File: src/rtl/fsw_pkg.sv
package fsw_pkg;
   typedef enum logic [1:0] {
      ALG_32K = 2'b00,
      ALG_24K = 2'b01,
      ALG_40K = 2'b10,
      ALG_RSV = 2'b11
   } alg_e;

   localparam int ALG_W = 2;
   localparam int WIDE_CLOCKS = 2;
endpackage

File: src/rtl/fsw_width_meter.sv
module fsw_width_meter #(
   parameter int CNT_W = 2
) (
   input  logic clk_i,
   input  logic rst_i,
   input  logic sync_i,
   output logic start_o,
   output logic end_o,
   output logic wide_o
);
   localparam logic [CNT_W-1:0] CNT_MAX = '1;
   localparam logic [CNT_W-1:0] WIDE_TH = CNT_W'(fsw_pkg::WIDE_CLOCKS);

   logic             sync_q;
   logic [CNT_W-1:0] cnt_q;

   initial begin
      assert (CNT_W >= 2) else $error("CNT_W must hold the value 2");
   end

   assign start_o = sync_i & ~sync_q;
   assign end_o   = ~sync_i & sync_q;
   assign wide_o  = (cnt_q >= WIDE_TH);

   always_ff @(posedge clk_i) begin
      if (rst_i) begin
         sync_q <= 1'b0;
         cnt_q  <= '0;
      end else begin
         sync_q <= sync_i;
         if (start_o) begin
            cnt_q <= CNT_W'(1);
         end else if (sync_i && (cnt_q != CNT_MAX)) begin
            cnt_q <= cnt_q + 1'b1;
         end
      end
   end

   AST_CNT_RESTART: assert property (@(posedge clk_i) disable iff (rst_i)
      start_o |=> (cnt_q == CNT_W'(1)));
   AST_CNT_NO_WRAP: assert property (@(posedge clk_i) disable iff (rst_i)
      (sync_i && !start_o && cnt_q == CNT_MAX) |=> (cnt_q == CNT_MAX));
endmodule

File: src/rtl/fsw_mode_reg.sv
module fsw_mode_reg
   import fsw_pkg::*;
(
   input  logic       clk_i,
   input  logic       rst_i,
   input  logic       start_i,
   input  logic       end_i,
   input  logic       wide_i,
   input  logic [1:0] cfg_i,
   output logic [1:0] alg_o,
   output logic       swap_o
);
   alg_e cfg_q;
   alg_e alg_q;
   logic swap_q;
   logic swap_d;

   assign swap_d = (cfg_q == ALG_32K) && wide_i;

   always_ff @(posedge clk_i) begin
      if (rst_i) begin
         cfg_q  <= ALG_32K;
         alg_q  <= ALG_32K;
         swap_q <= 1'b0;
      end else begin
         if (start_i) begin
            cfg_q <= alg_e'(cfg_i);
         end
         if (end_i) begin
            swap_q <= swap_d;
            alg_q  <= swap_d ? ALG_24K : cfg_q;
         end
      end
   end

   assign alg_o  = alg_q;
   assign swap_o = swap_q;

   AST_SWAP_MEANS_24K: assert property (@(posedge clk_i) disable iff (rst_i)
      swap_q |-> (alg_q == ALG_24K));
   AST_HOLD_OUTSIDE_END: assert property (@(posedge clk_i) disable iff (rst_i)
      !end_i |=> ($stable(alg_q) && $stable(swap_q)));
   AST_OTHER_MODE_PASS: assert property (@(posedge clk_i) disable iff (rst_i)
      (end_i && cfg_q != ALG_32K) |=> (alg_q == $past(cfg_q) && !swap_q));
endmodule

File: src/rtl/fsw_lsb_insert.sv
module fsw_lsb_insert
   import fsw_pkg::*;
#(
   parameter int WORD_W     = 4,
   parameter bit LSB_INSERT = 1'b1
) (
   input  logic [WORD_W-1:0] word_i,
   input  logic              sig_i,
   input  logic [1:0]        alg_i,
   output logic [WORD_W-1:0] word_o
);
   generate
      if (LSB_INSERT) begin : g_insert
         always_comb begin
            word_o = word_i;
            if (alg_e'(alg_i) == ALG_24K) begin
               word_o[0] = sig_i;
            end
         end
      end else begin : g_pass
         assign word_o = word_i;
      end
   endgenerate
endmodule

File: src/rtl/fsw_mode_sel.sv
module fsw_mode_sel
   import fsw_pkg::*;
#(
   parameter int NUM_CH     = 2,
   parameter int WORD_W     = 4,
   parameter int CNT_W      = 2,
   parameter bit LSB_INSERT = 1'b1
) (
   input  logic                           clk_i,
   input  logic                           rst_i,
   input  logic [NUM_CH-1:0]              sync_i,
   input  logic [NUM_CH-1:0][ALG_W-1:0]   cfg_alg_i,
   input  logic                           upd_i,
   input  logic [NUM_CH-1:0]              sig_i,
   input  logic [NUM_CH-1:0][WORD_W-1:0]  word_i,
   output logic [NUM_CH-1:0][WORD_W-1:0]  word_o,
   output logic [NUM_CH-1:0][ALG_W-1:0]   alg_o,
   output logic [NUM_CH-1:0]              swap_o,
   output logic                           out_en_o
);
   initial begin
      assert (NUM_CH >= 1) else $error("NUM_CH must be at least 1");
      assert (WORD_W >= 2) else $error("WORD_W must be at least 2");
   end

   generate
      for (genvar ch = 0; ch < NUM_CH; ch++) begin : g_ch
         logic start_w;
         logic end_w;
         logic wide_w;

         fsw_width_meter #(.CNT_W(CNT_W)) i_meter (
            .clk_i   (clk_i),
            .rst_i   (rst_i),
            .sync_i  (sync_i[ch]),
            .start_o (start_w),
            .end_o   (end_w),
            .wide_o  (wide_w)
         );

         fsw_mode_reg i_mode (
            .clk_i   (clk_i),
            .rst_i   (rst_i),
            .start_i (start_w),
            .end_i   (end_w),
            .wide_i  (wide_w),
            .cfg_i   (cfg_alg_i[ch]),
            .alg_o   (alg_o[ch]),
            .swap_o  (swap_o[ch])
         );

         fsw_lsb_insert #(.WORD_W(WORD_W), .LSB_INSERT(LSB_INSERT)) i_lsb (
            .word_i  (word_i[ch]),
            .sig_i   (sig_i[ch]),
            .alg_i   (alg_o[ch]),
            .word_o  (word_o[ch])
         );

         AST_RESET_CLEARS: assert property (@(posedge clk_i)
            rst_i |=> (alg_o[ch] == ALG_32K && !swap_o[ch]));
      end
   endgenerate

   assign out_en_o = ~upd_i;
endmodule

File: config.mk
export PLATFORM = sky130hd
export DESIGN_NAME = fsw_mode_sel
export DESIGN_NICKNAME = d
export VERILOG_FILES = /design/src/rtl/fsw_pkg.sv /design/src/rtl/fsw_width_meter.sv /design/src/rtl/fsw_mode_reg.sv /design/src/rtl/fsw_lsb_insert.sv /design/src/rtl/fsw_mode_sel.sv
export SDC_FILE = /design/constraint.sdc
export NUM_CORES = 1
export LEC_CHECK = 0
export BUFFER_PORTS_ARGS = -buffer_cell sky130_fd_sc_hd__buf_2
export CAP_MARGIN = 20
export CORE_MARGIN = 2
export CORE_UTILIZATION = 46
export CTS_CLUSTER_SIZE = 30
export DETAILED_ROUTE_END_ITERATION = 7
export PLACE_DENSITY = 0.76
export SYNTH_ARGS = -nofsm -noshare
export SYNTH_HDL_FRONTEND = slang
export SYNTH_HIERARCHICAL = 1
export SYNTH_SLANG_ARGS = --single-unit
File: constraint.sdc
create_clock -name clk_i -period 1.5 [get_ports clk_i]
set_input_delay 0.075 -clock clk_i [delete_from_list [all_inputs] [get_ports clk_i]]
set_output_delay 0.075 -clock clk_i [all_outputs]
set_load 0.05 [all_outputs]
==> results of run 1 <==
[cell type report]
type | count | area (um^2) | area share
multi-input cells | 54 | 453 | 0.470
repair buffers | 21 | 105 | 0.109
inverters | 5 | 18.8 | 0.0195
flip-flops and latches | 16 | 320 | 0.332
well taps | 25 | 31.3 | 0.0324
clock buffers | 4 | 36.3 | 0.0376
[per-layer routing]
layer	part of all wire	global-route usage
met5	0	0
met4	0.036	0.117
met3	0.077	0.0118
met2	0.45	0.206
met1	0.44	0.165
[synthesized netlist by cell type (4+ instances only)]
library cell / number / area, um^2
nand2b_1: 6 / 37.5
ha_1: 4 / 50.1
nor2_1: 10 / 37.5
mux2i_1: 6 / 60.1
buf_4: 6 / 45.0
inv_1: 5 / 18.8
and2b_2: 4 / 35.0
dfxtp_1: 16 / 320
nor2b_1: 4 / 25.0
[stage by stage]
stage                     std cells  hold slack (ns)  utilization  instance area (um^2)
after floorplan                  81            0.144            -                   837
after global placement          121            0.151        0.538                   928
after detailed placement        121            0.151        0.538                   928
after CTS                       125          0.00562        0.559                   965
after global routing            125           0.0513        0.559                   965
final                           125           0.0162        0.559                   965
[worst max-delay path, cell delays in order (launching register included)]
cell and delay [ns]:
dfxtp_1 0.36, nor2b_4 0.15, mux2_4 0.29, buf_2 0.21
[flip-flops by register name, summed over array words and instances (netlist names)]
signal,cells
g_ch.i_mode/cfg_q,4
g_ch.i_meter/cnt_q,4
g_ch.i_meter/sync_q,2
g_ch.i_mode/swap_o,2
g_ch.i_mode/alg_o,4
[cell families (layout without fill, tap and decap cells)]
family / Yosys count / in the layout
compound gates: 10 / 10
fa+ha+maj: 4 / 4
buf+inv: 11 / 30
flops: 16 / 16
mux: 8 / 8
simple gates: 32 / 32
[power by group through the flow]
| stage | clock, mW | combinational (mW) | sequential [mW] |
|---|---|---|---|
| after floorplan | 0 | 0.138 | 0.482 |
| after global placement | 0 | 0.143 | 0.472 |
| after detailed placement | 0 | 0.147 | 0.473 |
| after CTS | 0.299 | 0.147 | 0.463 |
| after global routing | 0.307 | 0.161 | 0.467 |
| final | 0.286 | 0.146 | 0.463 |
[worst max-delay path by stage]
| stage | startpoint | endpoint | slack, ns | depth (start not counted) |
|---|---|---|---|---|
| after floorplan | g_ch[0].i_mode/alg_o[0] | word_o[0] | 0.18 | 2 |
| after global placement | g_ch[0].i_meter/cnt_q[0] | g_ch[0].i_mode/swap_o | 0.36 | 5 |
| after detailed placement | g_ch[0].i_meter/cnt_q[0] | g_ch[0].i_mode/swap_o | 0.33 | 5 |
| after CTS | g_ch[0].i_mode/alg_o[0] | word_o[0] | 0.10 | 3 |
| after global routing | g_ch[0].i_mode/alg_o[0] | word_o[0] | 0.06 | 3 |
| final | g_ch[0].i_mode/alg_o[0] | word_o[0] | 0.12 | 3 |
==> out/qor.txt, run 1 <==
Status: finished, final reports clean
Setup CP Type: flip-flop to output port
Worst EP required: 1.42 ns
DR iter-0 viols: 0
Internal Power: 0.660 mW
Setup Skew: 0.00291 ns
WP data arrival: 1.30 ns
Antenna cells: 0
Clock latency on the worst-skew pair: 0.29 ns
Vias in the first global route: 501
Antenna violations before repair: 0
Setup violations, final: 0
Clock power share: 0.320
Die width: 46.7 um
DRT antenna net count: 0
Synth Area in Adders: 0.0598
Mux share of post-synthesis cell area: 0.108
FF-to-FF End: g_ch[0].i_mode/swap_o
Tot GR Track Use: 0.134
Commonest cells after routing, fill and taps aside: 21 x buf_2, 16 x dfxtp_1, 10 x nor2_1
FF-to-FF setup slack: 0.32 ns
Die Y: 46.7 um
Max Cap Viol: 0
Hold WC Path Type: input pin to flip-flop
# clock sinks: 16
Final Cycle Share: 0.917
Cts bufs inserted: 3
VDD IR max: 0.493 mV
Pre-antenna DRT Iters: 1
CTS root buffer: clkbuf_4
Clock H-tree levels: 1
Seq pwr share: 0.517
Filler instances: 169
Post-synth EDFFs: 0
Hold Path Cell Cnt: 3
Drt drc: 0
Vias: 611
Post-synthesis sequential area ratio: 0.383
Tmin final: 1.38 ns
Vias per cell: 4.89
Crit path max fanout: 3
Hold_sp: cfg_alg_i[2]
Syn nets: 104
Actual slew at the worst max-slew pin: 0.350 ns
CTS tree: yes
NumNets Final: 124
Core area: 1730 um^2
Xor/xnor share of the synthesized area: 0
Dpl ws: 0.326 ns
Yosys cell types: 19
Worst setup SP type: flip-flop
Share of layout cells above drive strength 1: 0.390
Site Rows: 15
Dpl hpwl: 1050 um
Die area: 2180 um^2
Final Max Slew Viols: 0
Fin worst setup slack: 0.125 ns
Critical R2R Launch: g_ch[0].i_meter/cnt_q[0]
Comb power frac: 0.163
Drt total wl: 1340 um
Post-synth ARST share: 0
Clk buf depth: 2
Synth Area in Compound Gates: 0.120
Global-route wire length before repair: 2030 um
Warnings, synthesis: 6
Fmax: 0.727 GHz
Syn_area_per_cell: 10.3 um^2
Pwr dens: 927 nW/um^2
#FFs+latches synth: 16
Mapped Cells: 81
Grt ovf: 0
Unrepaired setup endpoints after global routing: no
Hold-fix buffers, CTS: 0
Mapped Area: 837 um^2
R2R depth: 5
Final GP Congestion: 0.740
Final hold violation count: 0
Clock transition at path regs: 0.09 ns
Number of top-level pins: 34
Post-CTS setup buffers: 0
Post-cts sizing count: 0
Worst slew margin: 0.767
Hold Crit Endpoint: g_ch[1].i_mode/cfg_q[0]
Post-Route Setup TNS: 0 ns
Largest net degree at the start of global routing: 21
Drt wl/cell: 10.8 um
Area Overhead vs Synth: 15.2%
Synth Area in Simple Gates: 0.254
Power Total: 0.895 mW
Most used flip-flop cell after synthesis: dfxtp_1
Initial cell density of the core: 0.485
PortBufs: 21
Leak pwr: 0.433 nW
Worst Setup End Kind: output port
Commonest non-fill, non-tap cell in the layout: buf_2
Largest family of logic cells by synthesized area: simple AND/OR/NAND/NOR gates
Switching Fraction: 0.262
Psw: 0.235 mW
No activity file was read; power rests on OpenSTA's default activity.
==> run 2: changes to the inputs <==
==> constraint.sdc (replaced) <==
create_clock -name clk_i -period 1.5 [get_ports clk_i]
set_input_delay 0.225 -clock clk_i [delete_from_list [all_inputs] [get_ports clk_i]]
set_output_delay 0.225 -clock clk_i [all_outputs]
set_load 0.05 [all_outputs]
==> run 2 against run 1 <==
  * Combinational power is 6% higher
  * Hold slack better by 0.16 ns
  * Sequential power hardly changed
  * Via count is 0.82% lower
  * Core utilization is 0.87 points higher
  * Register-to-register slack hardly changed
  * Worst setup slack worse by 0.062 ns
  * Fmax is 4.3% lower
  * Clock power hardly changed
  * Critical endpoint is now word_o[4]
  * Largest cell class unchanged
  * Largest power group unchanged
==> out/qor.txt, run 2 (synthesis results as in run 1) <==
Status: finished, final reports clean
CTS tree: yes
R2R depth: 5 (unchanged)
Tot GR Track Use: 0.133 (-0.000907)
Die Y: 46.7 um (unchanged)
Hold Crit Endpoint: g_ch[0].i_mode/cfg_q[0]
Finished Cell Area: 980 um^2 (+1.6%)
VDD IR max: 0.422 mV (-14%)
Drt wl/cell: 11.4 um (+6.4%)
Antenna cells: 0 (unchanged)
DR iter-0 viols: 5 (+5)
Vias: 606 (-0.82%)
NumNets Final: 124 (unchanged)
Final hold violation count: 0 (unchanged)
Tmin final: 1.44 ns (+0.0615 ns)
Site Rows: 15 (unchanged)
Hold-fix buffers, CTS: 0 (unchanged)
Clock H-tree levels: 1 (unchanged)
Share of layout cells above drive strength 1: 0.410 (+0.0200)
Worst EP required: 1.27 ns (-0.15 ns)
Setup CP Type: flip-flop to output port
Clk buf depth: 2 (unchanged)
Vias in the first global route: 496 (-1.0%)
Clock transition at path regs: 0.10 ns (about the same)
Unrepaired setup endpoints after global routing: no
Final Max Slew Viols: 0 (unchanged)
CTS root buffer: clkbuf_4
Antenna violations before repair: 0 (unchanged)
Vias per cell: 4.85 (-0.82%)
Max Cap Viol: 0 (unchanged)
Hold Path Cell Cnt: 3 (unchanged)
Critical R2R Launch: g_ch[1].i_meter/cnt_q[0]
Cts bufs inserted: 3 (unchanged)
Worst setup SP type: flip-flop
Dpl ws: 0.290 ns (-0.0358 ns)
Worst slew margin: 0.769 (+0.00214)
Setup violations, final: 0 (unchanged)
# clock sinks: 16 (unchanged)
Die width: 46.7 um (unchanged)
Commonest non-fill, non-tap cell in the layout: buf_2
Largest net degree at the start of global routing: 21 (unchanged)
Die area: 2180 um^2 (unchanged)
Grt ovf: 0 (unchanged)
Hold slack: 0.179 ns (+0.162 ns)
Core area: 1730 um^2 (unchanged)
Initial cell density of the core: 0.485 (unchanged)
Actual slew at the worst max-slew pin: 0.346 ns (-0.00321 ns)
Fmax: 0.696 GHz (-4.3%)
WP data arrival: 1.21 ns (-0.09 ns)
Crit path max fanout: 3 (unchanged)
FF-to-FF setup slack: 0.31 ns (about the same)
Drt total wl: 1430 um (+6.4%)
Area Overhead vs Synth: 17.0%
Leak pwr: 0.438 nW (+1.2%)
Hold WC Path Type: input pin to flip-flop
Dpl cells: 121 (unchanged)
Worst Setup End Kind: output port
Hold_sp: cfg_alg_i[0]
Drt drc: 0 (unchanged)
FF-to-FF End: g_ch[1].i_mode/swap_o
Post-Route Setup TNS: 0 ns (unchanged)
Final GP Congestion: 0.748 (+1.1%)
Fin worst setup slack: 0.0631 ns (-0.0615 ns)
Clock latency on the worst-skew pair: 0.28 ns (about the same)
Placement Cell Area: 928 um^2 (unchanged)
Pwr dens: 920 nW/um^2 (-0.81%)
PortBufs: 21 (unchanged)
Dpl hpwl: 1060 um (+1.0%)
Final Cycle Share: 0.958 (+0.0410)
Global-route wire length before repair: 2070 um (+2.1%)
DRT antenna net count: 0 (unchanged)
Number of top-level pins: 34 (unchanged)
Final std cells w/o fill: 125 (unchanged)
Commonest cells after routing, fill and taps aside: 19 x buf_2, 14 x dfxtp_1, 10 x nor2_1
Pre-antenna DRT Iters: 4 (+3)
Setup Skew: 0.00248 ns (-0.000429 ns)
## run 2: critical path, cell delays in order, from the launching register on
cell,delay [ns]
dfxtp_2,0.35
nor2b_4,0.14
mux2_4,0.30
buf_6,0.15
## run 2: per-layer routing
layer	global-route usage	routed length (um)	vias up
met5	0	0	-
met4	0.0667	18	0
met3	0.0118	93	2
met2	0.219	675	18
met1	0.171	643	275
li1	-	-	311
## run 2: per-stage QoR
| stage | util | total power [mW] |
|---|---|---|
| final | 0.567 | 0.901 |
| after global routing | 0.567 | 0.937 |
| after CTS | 0.563 | 0.906 |
| after detailed placement | 0.538 | 0.621 |
| after global placement | 0.538 | 0.615 |
| after floorplan | - | 0.620 |
## run 2: timing repair
item                       CTS  global route
setup buffers                0             0
resized for setup            4             2
setup endpoints to repair    2             2
pin swaps                    0             0
## run 2: how the worst max path moves through the flow
stage | startpoint | endpoint | depth (start not counted) | slack (ns)
final | g_ch[1].i_mode/alg_o[0] | word_o[4] | 3 | 0.06
after global routing | g_ch[1].i_mode/alg_o[0] | word_o[4] | 3 | 0.02
after CTS | g_ch[0].i_mode/alg_o[0] | word_o[0] | 3 | 0.02
after detailed placement | g_ch[1].i_mode/alg_o[0] | word_o[4] | 3 | 0.29
after global placement | g_ch[0].i_mode/alg_o[0] | word_o[0] | 3 | 0.32
after floorplan | g_ch[0].i_mode/alg_o[0] | word_o[0] | 2 | 0.03
## run 2: area by class of cell
class	count	area, um^2
Clock buffer	4	36.3
Tap cell	25	31.3
Sequential cell	16	323
Inverter	5	18.8
Timing Repair Buffer	21	118
Fill cell	184	747
Multi-Input combinational cell	54	453
## run 2: power by group
| group | internal [mW] | switching (mW) | total [mW] |
|---|---|---|---|
| clock network | 0.147 | 0.135 | 0.283 |
| logic | 0.0723 | 0.0823 | 0.155 |
| registers | 0.446 | 0.0181 | 0.464 |
